==> src/rtl/pi_pkg.sv <==
// Shared definitions for the posted-interrupt notification receiver.
// Assumes vector width of 8 bits is the default geometry of the processor.
package pi_pkg;
    localparam int VEC_W_DEF = 8;

    // What happens to one arriving physical vector
    typedef enum logic [1:0] {
        DISP_NONE = 2'd0,
        DISP_MERGE = 2'd1,
        DISP_HOST = 2'd2
    } disp_e;
endpackage

==> src/rtl/pi_vec_match.sv <==
// Classifies each strobed physical vector: a match with the notification
// vector requests a merge (combinational), anything else is registered
// onto the host port. Assumes notif_vec is stable while vectors arrive.
module pi_vec_match
    import pi_pkg::*;
#(
    parameter int VEC_W = VEC_W_DEF
) (
    input  logic             clk,
    input  logic             rst_n,
    input  logic             vec_valid,
    input  logic [VEC_W-1:0] vec_in,
    input  logic [VEC_W-1:0] notif_vec,
    output disp_e            disp,
    output logic             host_valid,
    output logic [VEC_W-1:0] host_vec
);
    // Decide the disposition of the current vector
    always_comb begin
        if (!vec_valid)              disp = DISP_NONE;
        else if (vec_in == notif_vec) disp = DISP_MERGE;
        else                         disp = DISP_HOST;
    end

    // Register a non-matching vector onto the host port
    always_ff @(posedge clk) begin
        if (!rst_n) begin
            host_valid <= 1'b0;
            host_vec   <= '0;
        end else begin
            host_valid <= (disp == DISP_HOST);
            if (disp == DISP_HOST) host_vec <= vec_in;
        end
    end


    host_fwd_chk: assert property (@(posedge clk) disable iff (!rst_n)
        (vec_valid && vec_in != notif_vec) |=> (host_valid && host_vec == $past(vec_in)));

    host_quiet_chk: assert property (@(posedge clk) disable iff (!rst_n)
        (!vec_valid || vec_in == notif_vec) |=> !host_valid);
endmodule

==> src/rtl/pi_desc_store.sv <==
// Holds the posting descriptor: one pending bit per guest vector and the
// outstanding-notification flag. A drain empties both atomically; a post
// in the same cycle survives the drain. Assumes one post per cycle.
module pi_desc_store #(
    parameter int VEC_W = pi_pkg::VEC_W_DEF,
    localparam int NVEC = 1 << VEC_W
) (
    input  logic             clk,
    input  logic             rst_n,
    input  logic             post_valid,
    input  logic [VEC_W-1:0] post_vec,
    input  logic             drain,
    output logic [NVEC-1:0]  pend_bits,
    output logic             pend_flag
);
    // One flop per guest vector, set by a post, cleared by a drain
    for (genvar i = 0; i < NVEC; i++) begin : g_bit
        logic hit;
        assign hit = post_valid && (post_vec == VEC_W'(i));
        // Update this pending bit
        always_ff @(posedge clk) begin
            if (!rst_n) pend_bits[i] <= 1'b0;
            else        pend_bits[i] <= (pend_bits[i] && !drain) || hit;
        end
    end

    // Outstanding flag: a post sets it, a drain without a post clears it
    always_ff @(posedge clk) begin
        if (!rst_n)          pend_flag <= 1'b0;
        else if (post_valid) pend_flag <= 1'b1;
        else if (drain)      pend_flag <= 1'b0;
    end


    post_set_chk: assert property (@(posedge clk) disable iff (!rst_n)
        post_valid |=> (pend_bits[$past(post_vec)] && pend_flag));

    drain_clear_chk: assert property (@(posedge clk) disable iff (!rst_n)
        (drain && !post_valid) |=> (pend_bits == '0 && !pend_flag));

    drain_keep_chk: assert property (@(posedge clk) disable iff (!rst_n)
        (drain && post_valid) |=> ($countones(pend_bits) == 1 && pend_flag));

    idle_hold_chk: assert property (@(posedge clk) disable iff (!rst_n)
        (!drain && !post_valid) |=> ($stable(pend_bits) && $stable(pend_flag)));
endmodule

==> src/rtl/pi_virr.sv <==
// Virtual interrupt-request register. A merge ORs the pending bitmap in;
// nothing else changes it here (acknowledgement lives elsewhere).
module pi_virr #(
    parameter int NVEC = 256
) (
    input  logic            clk,
    input  logic            rst_n,
    input  logic            merge,
    input  logic [NVEC-1:0] pend_in,
    output logic [NVEC-1:0] virr
);
    // Accumulate pending requests on a merge
    always_ff @(posedge clk) begin
        if (!rst_n)     virr <= '0;
        else if (merge) virr <= virr | pend_in;
    end


    merge_or_chk: assert property (@(posedge clk) disable iff (!rst_n)
        merge |=> (virr == ($past(virr) | $past(pend_in))));

    empty_merge_chk: assert property (@(posedge clk) disable iff (!rst_n)
        (merge && pend_in == '0) |=> $stable(virr));

    no_merge_hold_chk: assert property (@(posedge clk) disable iff (!rst_n)
        !merge |=> $stable(virr));
endmodule

==> src/rtl/pi_notify_rx.sv <==
// Top of the posted-interrupt notification receiver for one virtual
// processor. Wires the vector classifier, the descriptor store and the
// virtual request register; a matching vector drains the descriptor into
// the register in one edge, others go to the host one edge later.
module pi_notify_rx
    import pi_pkg::*;
#(
    parameter int VEC_W = VEC_W_DEF,
    localparam int NVEC = 1 << VEC_W
) (
    input  logic             clk,
    input  logic             rst_n,
    input  logic             vec_valid,
    input  logic [VEC_W-1:0] vec_in,
    input  logic [VEC_W-1:0] notif_vec,
    input  logic             post_valid,
    input  logic [VEC_W-1:0] post_vec,
    output logic [NVEC-1:0]  virr,
    output logic [NVEC-1:0]  pend_bits,
    output logic             pend_flag,
    output logic             host_valid,
    output logic [VEC_W-1:0] host_vec
);
    disp_e disp;
    logic  merge;

    assign merge = (disp == DISP_MERGE);

    pi_vec_match #(.VEC_W(VEC_W)) u_match (
        .clk(clk), .rst_n(rst_n), .vec_valid(vec_valid), .vec_in(vec_in),
        .notif_vec(notif_vec), .disp(disp),
        .host_valid(host_valid), .host_vec(host_vec)
    );

    pi_desc_store #(.VEC_W(VEC_W)) u_desc (
        .clk(clk), .rst_n(rst_n), .post_valid(post_valid), .post_vec(post_vec),
        .drain(merge), .pend_bits(pend_bits), .pend_flag(pend_flag)
    );

    pi_virr #(.NVEC(NVEC)) u_virr (
        .clk(clk), .rst_n(rst_n), .merge(merge), .pend_in(pend_bits), .virr(virr)
    );


    reset_state_chk: assert property (@(posedge clk)
        !rst_n |=> (virr == '0 && pend_bits == '0 && !pend_flag && !host_valid));
endmodule

==> config.mk <==
export PLATFORM = sky130hd
export DESIGN_NAME = pi_notify_rx
export DESIGN_NICKNAME = d
export VERILOG_FILES = /design/src/rtl/pi_pkg.sv /design/src/rtl/pi_vec_match.sv /design/src/rtl/pi_desc_store.sv /design/src/rtl/pi_virr.sv /design/src/rtl/pi_notify_rx.sv
export SDC_FILE = /design/constraint.sdc
export NUM_CORES = 1
export LEC_CHECK = 0
export ABC_AREA = 1
export ABC_CLOCK_PERIOD_IN_PS = 1700
export BUFFER_PORTS_ARGS = -buffer_cell sky130_fd_sc_hd__buf_2
export CAP_MARGIN = 5
export CORE_AREA = 2 2 215 217
export CTS_CLUSTER_SIZE = 14
export DETAILED_ROUTE_END_ITERATION = 6
export DIE_AREA = 0 0 217 219
export MAX_ROUTING_LAYER = met4
export PLACE_DENSITY = 0.74
export SLEW_MARGIN = 20
export SYNTH_ARGS = -nofsm -noshare
export SYNTH_HDL_FRONTEND = slang
export SYNTH_SLANG_ARGS = --single-unit
==> constraint.sdc <==
create_clock -name clk -period 1.7 [get_ports clk]
set_input_delay 0.17 -clock clk [delete_from_list [all_inputs] [get_ports clk]]
set_output_delay 0.17 -clock clk [all_outputs]
set_load 0.01 [all_outputs]
# Word-level counts from Yosys, hierarchy flattened
# Index checks and enable logic that the tools add are counted.
# totals
out_inout_bits,522
inputBits,28
regBits,522
# classes
reduce_logical,771
muxes,4
n_bitwise,1
n_eq_ne,258
# op_table
op,count
8-bit equality test (second input constant),128
8-bit by 7-bit equality test with 1-bit output (second input constant),64
1-bit logical AND,512
8-bit by 6-bit equality test with 1-bit output (second input constant),32
1-bit logical OR,256
256-bit bitwise OR,1
8-bit by 5-bit equality test with 1-bit output (second input constant),16
8-bit by 4-bit equality test with 1-bit output (second input constant),8
8-bit by 3-bit equality test with 1-bit output (second input constant),4
8-bit by 2-bit equality test with 1-bit output (second input constant),2
8-bit by 1-bit equality test with 1-bit output (second input constant),1
8-bit equality test,1
8-bit logical NOT,1
2-bit two-way mux,2
2-bit by 1-bit equality test with 1-bit output (second input constant),1
2-bit equality test (second input constant),1
1-bit two-way mux,2
2-bit nonzero test,1
1-bit logical NOT,1

# Longest topological paths before layout
# logic_depth
word_depth,7
ltp_mapped,10
mapped_depth_nobuf,9

# Modules after synthesis
# A second synthesis with hierarchy kept.
# hier_totals
cells_unflattened,2421
hier_area_um2,19030.8
# modules_own_cells
module,cells_per_inst,n_inst,area_per_inst_um2
pi_desc_store,1250,1,9784.4
pi_virr,1081,1,8670.8
pi_vec_match,88,1,565.5
pi_notify_rx,2,1,10.0

# Least setup slack after synthesis
# Ideal clock, no wire load.
# synth_path
path_type,input-to-reg
start,input port vec_in[3]
end,register u_desc.pend_bits[35]
n_path_buf,2
t_arrival_ns,1.118
stages,10
slack_ns,0.449
path_cell_list,inv_1 > nand2_1 > nand2_1 > nand2_1 > nor2_1 > nand3_2 > buf_6 > buf_2 > nand2_1 > a21oi_1
# synth_between
elab_chain_len,7
# synth_rtl
element,line_no,source
start: declaration,pi_notify_rx.sv:14,"input logic [VEC_W-1:0] vec_in,"
8-bit equality test,pi_vec_match.sv:21,else if (vec_in == notif_vec) disp = DISP_MERGE;
2-bit two-way mux,pi_vec_match.sv:21,
2-bit two-way mux,pi_vec_match.sv:20,if (!vec_valid) disp = DISP_NONE;
2-bit by 1-bit equality test with 1-bit output,pi_notify_rx.sv:27,assign merge = (disp == DISP_MERGE);
1-bit logical NOT,pi_desc_store.sv:23,else pend_bits[i] <= (pend_bits[i] && !drain) || hit;
1-bit logical AND,pi_desc_store.sv:23,
1-bit logical OR,pi_desc_store.sv:23,
end signal: indexed assignment,pi_desc_store.sv:23,
end: declaration,pi_desc_store.sv:13,"output logic [NVEC-1:0] pend_bits,"
# No other way between the ends.
# A chain may end at the register's enable or synchronous reset.

# Final worst setup path
# layout_path
start,input port vec_in[0]
end,register u_virr.virr[180]
# layout_between
elab_chain_len,4
# layout_rtl
element,line_no,source
8-bit equality test,pi_vec_match.sv:21,
2-bit two-way mux,pi_vec_match.sv:21,
2-bit two-way mux,pi_vec_match.sv:20,
2-bit by 1-bit equality test with 1-bit output,pi_notify_rx.sv:27,
end signal: assignment,pi_virr.sv:15,else if (merge) virr <= virr | pend_in;
end: declaration,pi_virr.sv:10,output logic [NVEC-1:0] virr
# No other way between the ends.

==> impl_metrics.yaml <==
worst_setup_path:
  slowest_delay_ps: 540
  rr_worst_depth: 2
  worstSetupPathDepth: 10
  cp_common_cell: "nand2_1"
  crit_path_top_delay_cell: "dlygate4sd3_1"
  path_cells: "dlygate4sd3_1, buf_2, inv_2, nand2_1, nand2_1, nand2_1, nor2_4, buf_12, nand4_1, a21oi_1"
  critPathLaunchType: "input port"
  path_delay_family: "buffers and inverters"
  worstSetupEndpointType: "flip-flop"
  crit_required_ps: 2230
  criticalPathCategory: "input port to flip-flop"
  critPathBufInv: 4
  cp.arrival_ps: 2180
  r2r_slack_ps: 820
  crit_fanout: 78
global_routing:
  grt_max_degree: 103
  track_usage_pct: 28.4
  grt_first_pass_wirelength_um: 103000
  grt_pass1_vias: 18035
  overflow: 0
  antenna_found_initial: 4
synthesis:
  yosysWarnings: 0
  syn_inst: 2430
  ys_seq_elements: 522
  syn_nets: 2458
  postSynthAreaPerCell_um2: 8.02
  netlist_area_um2: 19500
  synth_cell_types: 19
  yosysSeqAreaShare_pct: 53.6
routing:
  drcViolationCount: 0
  drtPass1Iterations: 5
  totalWireLength_um: 69900
  viasPerCell: 5.36
  postRouteAntennaNets: 0
  drt_iter0_markers: 1888
  wl_per_cell_um: 19.3
  vias: 19429
sta:
  max_slew_margin_pct: 68.9
  period_share_pct: 97.1
  tightest_slew_ps: 466
  finalClockSkew_ps: 11.5
  fin_crit_ps: 1650
  tns_ps: 0
  setup_violations: 0
  fmax_mhz: 606
  rsz0062_at_grt: "yes"
  hold_viol_final: 0
  setup_slack_ps: 49.5
  drv_slew: 0
finish:
  layout.cells.non_filler: 3625
  fin_area_um2: 25300
  area_delta_synth_final_pct: 29.9
  final_common_cell: "nand2_1"
  layout_common_cells: "nand2_1, buf_2, dfxtp_1"
  fin_nets: 3006
  layout-drive-gt1-share_pct: 26.9
placement:
  gp_congestion: 0.912
  place_inst: 3507
  portBuffers: 549
  dp_hpwl_um: 48100
  pre_cts_slack_ps: -42.3
  place_area_um2: 23200
clock_tree:
  clock_sinks: 522
  clockBufferDepth: 3
  clk_pin_slew_worst_paths_ps: 60
  root_buffer: "clkbuf_16"
  numCtsBuffers: 53
  clkLatencyLatePin_ps: 590
  cts_tree: "done"
  cts-htree-levels: 2
floorplanning:
  io_pins: 550
  die_h_um: 219
  die_width_um: 217
  core_um2: 45100
  initial_utilization_pct: 43.2
  rows: 78
  die_area_um2: 47500
power_and_ir_drop:
  p_per_area_nw_per_um2: 1020
  vdd_drop_max_uv: 749
  finalPower_mw: 25.7
  leakage_nw: 10.5
min_path:
  hold_class: "input port to flip-flop"
  min_path_cells: 6
job:
  maxCapViolCount: 0
status:
  status: "finished clean"
## synthesized netlist by cell type, drive strengths merged
master,instances,share of area [%]
nand2,564,11
dfxtp,522,54
a21oi,521,13
inv,293,5.6
nand4,256,8.2
buf,131,4.9
clkbuf,75,1.4
nor2,48,1.2
nand3,9,0.26
nor3,7,0.36
xnor2,4,0.18
## routing by layer
metal	vias up	wire [um]	track usage [%]
li1	9073	-	-
met5	-	0	-
met3	215	5810	5.57
met2	1009	33300	46.2
met1	9132	27700	34.5
met4	0	3060	12.0
## path summary, 6_finish.rpt
check                                       end                       startpoint
setup / recovery  u_virr.virr[180]$_SDFFE_PN0P_                        vec_in[0]
hold / removal    u_virr.virr[233]$_SDFFE_PN0P_                     notif_vec[6]
setup reg to reg   u_virr.virr[98]$_SDFFE_PN0P_  u_desc.pend_bits[98]$_SDFF_PN0_
hold reg to reg   u_virr.virr[235]$_SDFFE_PN0P_    u_virr.virr[235]$_SDFFE_PN0P_
## cell type report
type / instances / area [um2]
multi-input cells: 1409 / 6800
flip-flops and latches: 522 / 10500
clock inverters: 21 / 249
repair buffers: 699 / 4340
clock buffers: 77 / 1620
diodes: 4 / 10.0
fillers: 4034 / 19800
well taps: 600 / 751
inverters: 293 / 1110
## cells by family after synthesis
group | after synthesis | synth area share, %
XOR/XNOR | 4 | 0.180
flip-flops | 522 | 53.6
AND/OR/NAND/NOR | 884 | 20.9
buffers and inverters | 499 | 12.0
AO/OA/AOI/OAI | 521 | 13.4
## per-stage QoR
step / hold slack, ps / utilization, %
2_1_floorplan: 390 / -
3_3_place_gp: 433 / 51.5
3_5_place_dp: 436 / 51.5
4_1_cts: 61.8 / 55.9
5_1_grt: 82.3 / 56.2
6_report: 94.4 / 56.2
## flip-flops by register name, indices dropped and copies added (netlist names)
signal / count
u_desc.pend_bits: 256
u_desc.pend_flag: 1
u_virr.virr: 256
u_match.host_valid: 1
u_match.host_vec: 8
## report_power, final
group / switching [mW] / leakage [nW] / internal [mW]
clock network: 4.92 / 0.923 / 7.36
logic: 0.805 / 5.36 / 0.363
registers: 0.0234 / 4.21 / 12.3
total: 5.75 / 10.5 / 20.0
## what timing repair did
action | in CTS | in global routing
resized for setup | 0 | 4
endpoints found under the setup margin | 0 | 238
buffers inserted | 0 | 3
hold buffers | 10 | 0
hold endpoints to repair | 24 | 0
## worst reg2reg max path, cell delays in order, from the launching register on
cell	delay, ps
dfxtp_1	400
nand4_1	210
a21oi_1	200
(Power assumes the default switching activity.)
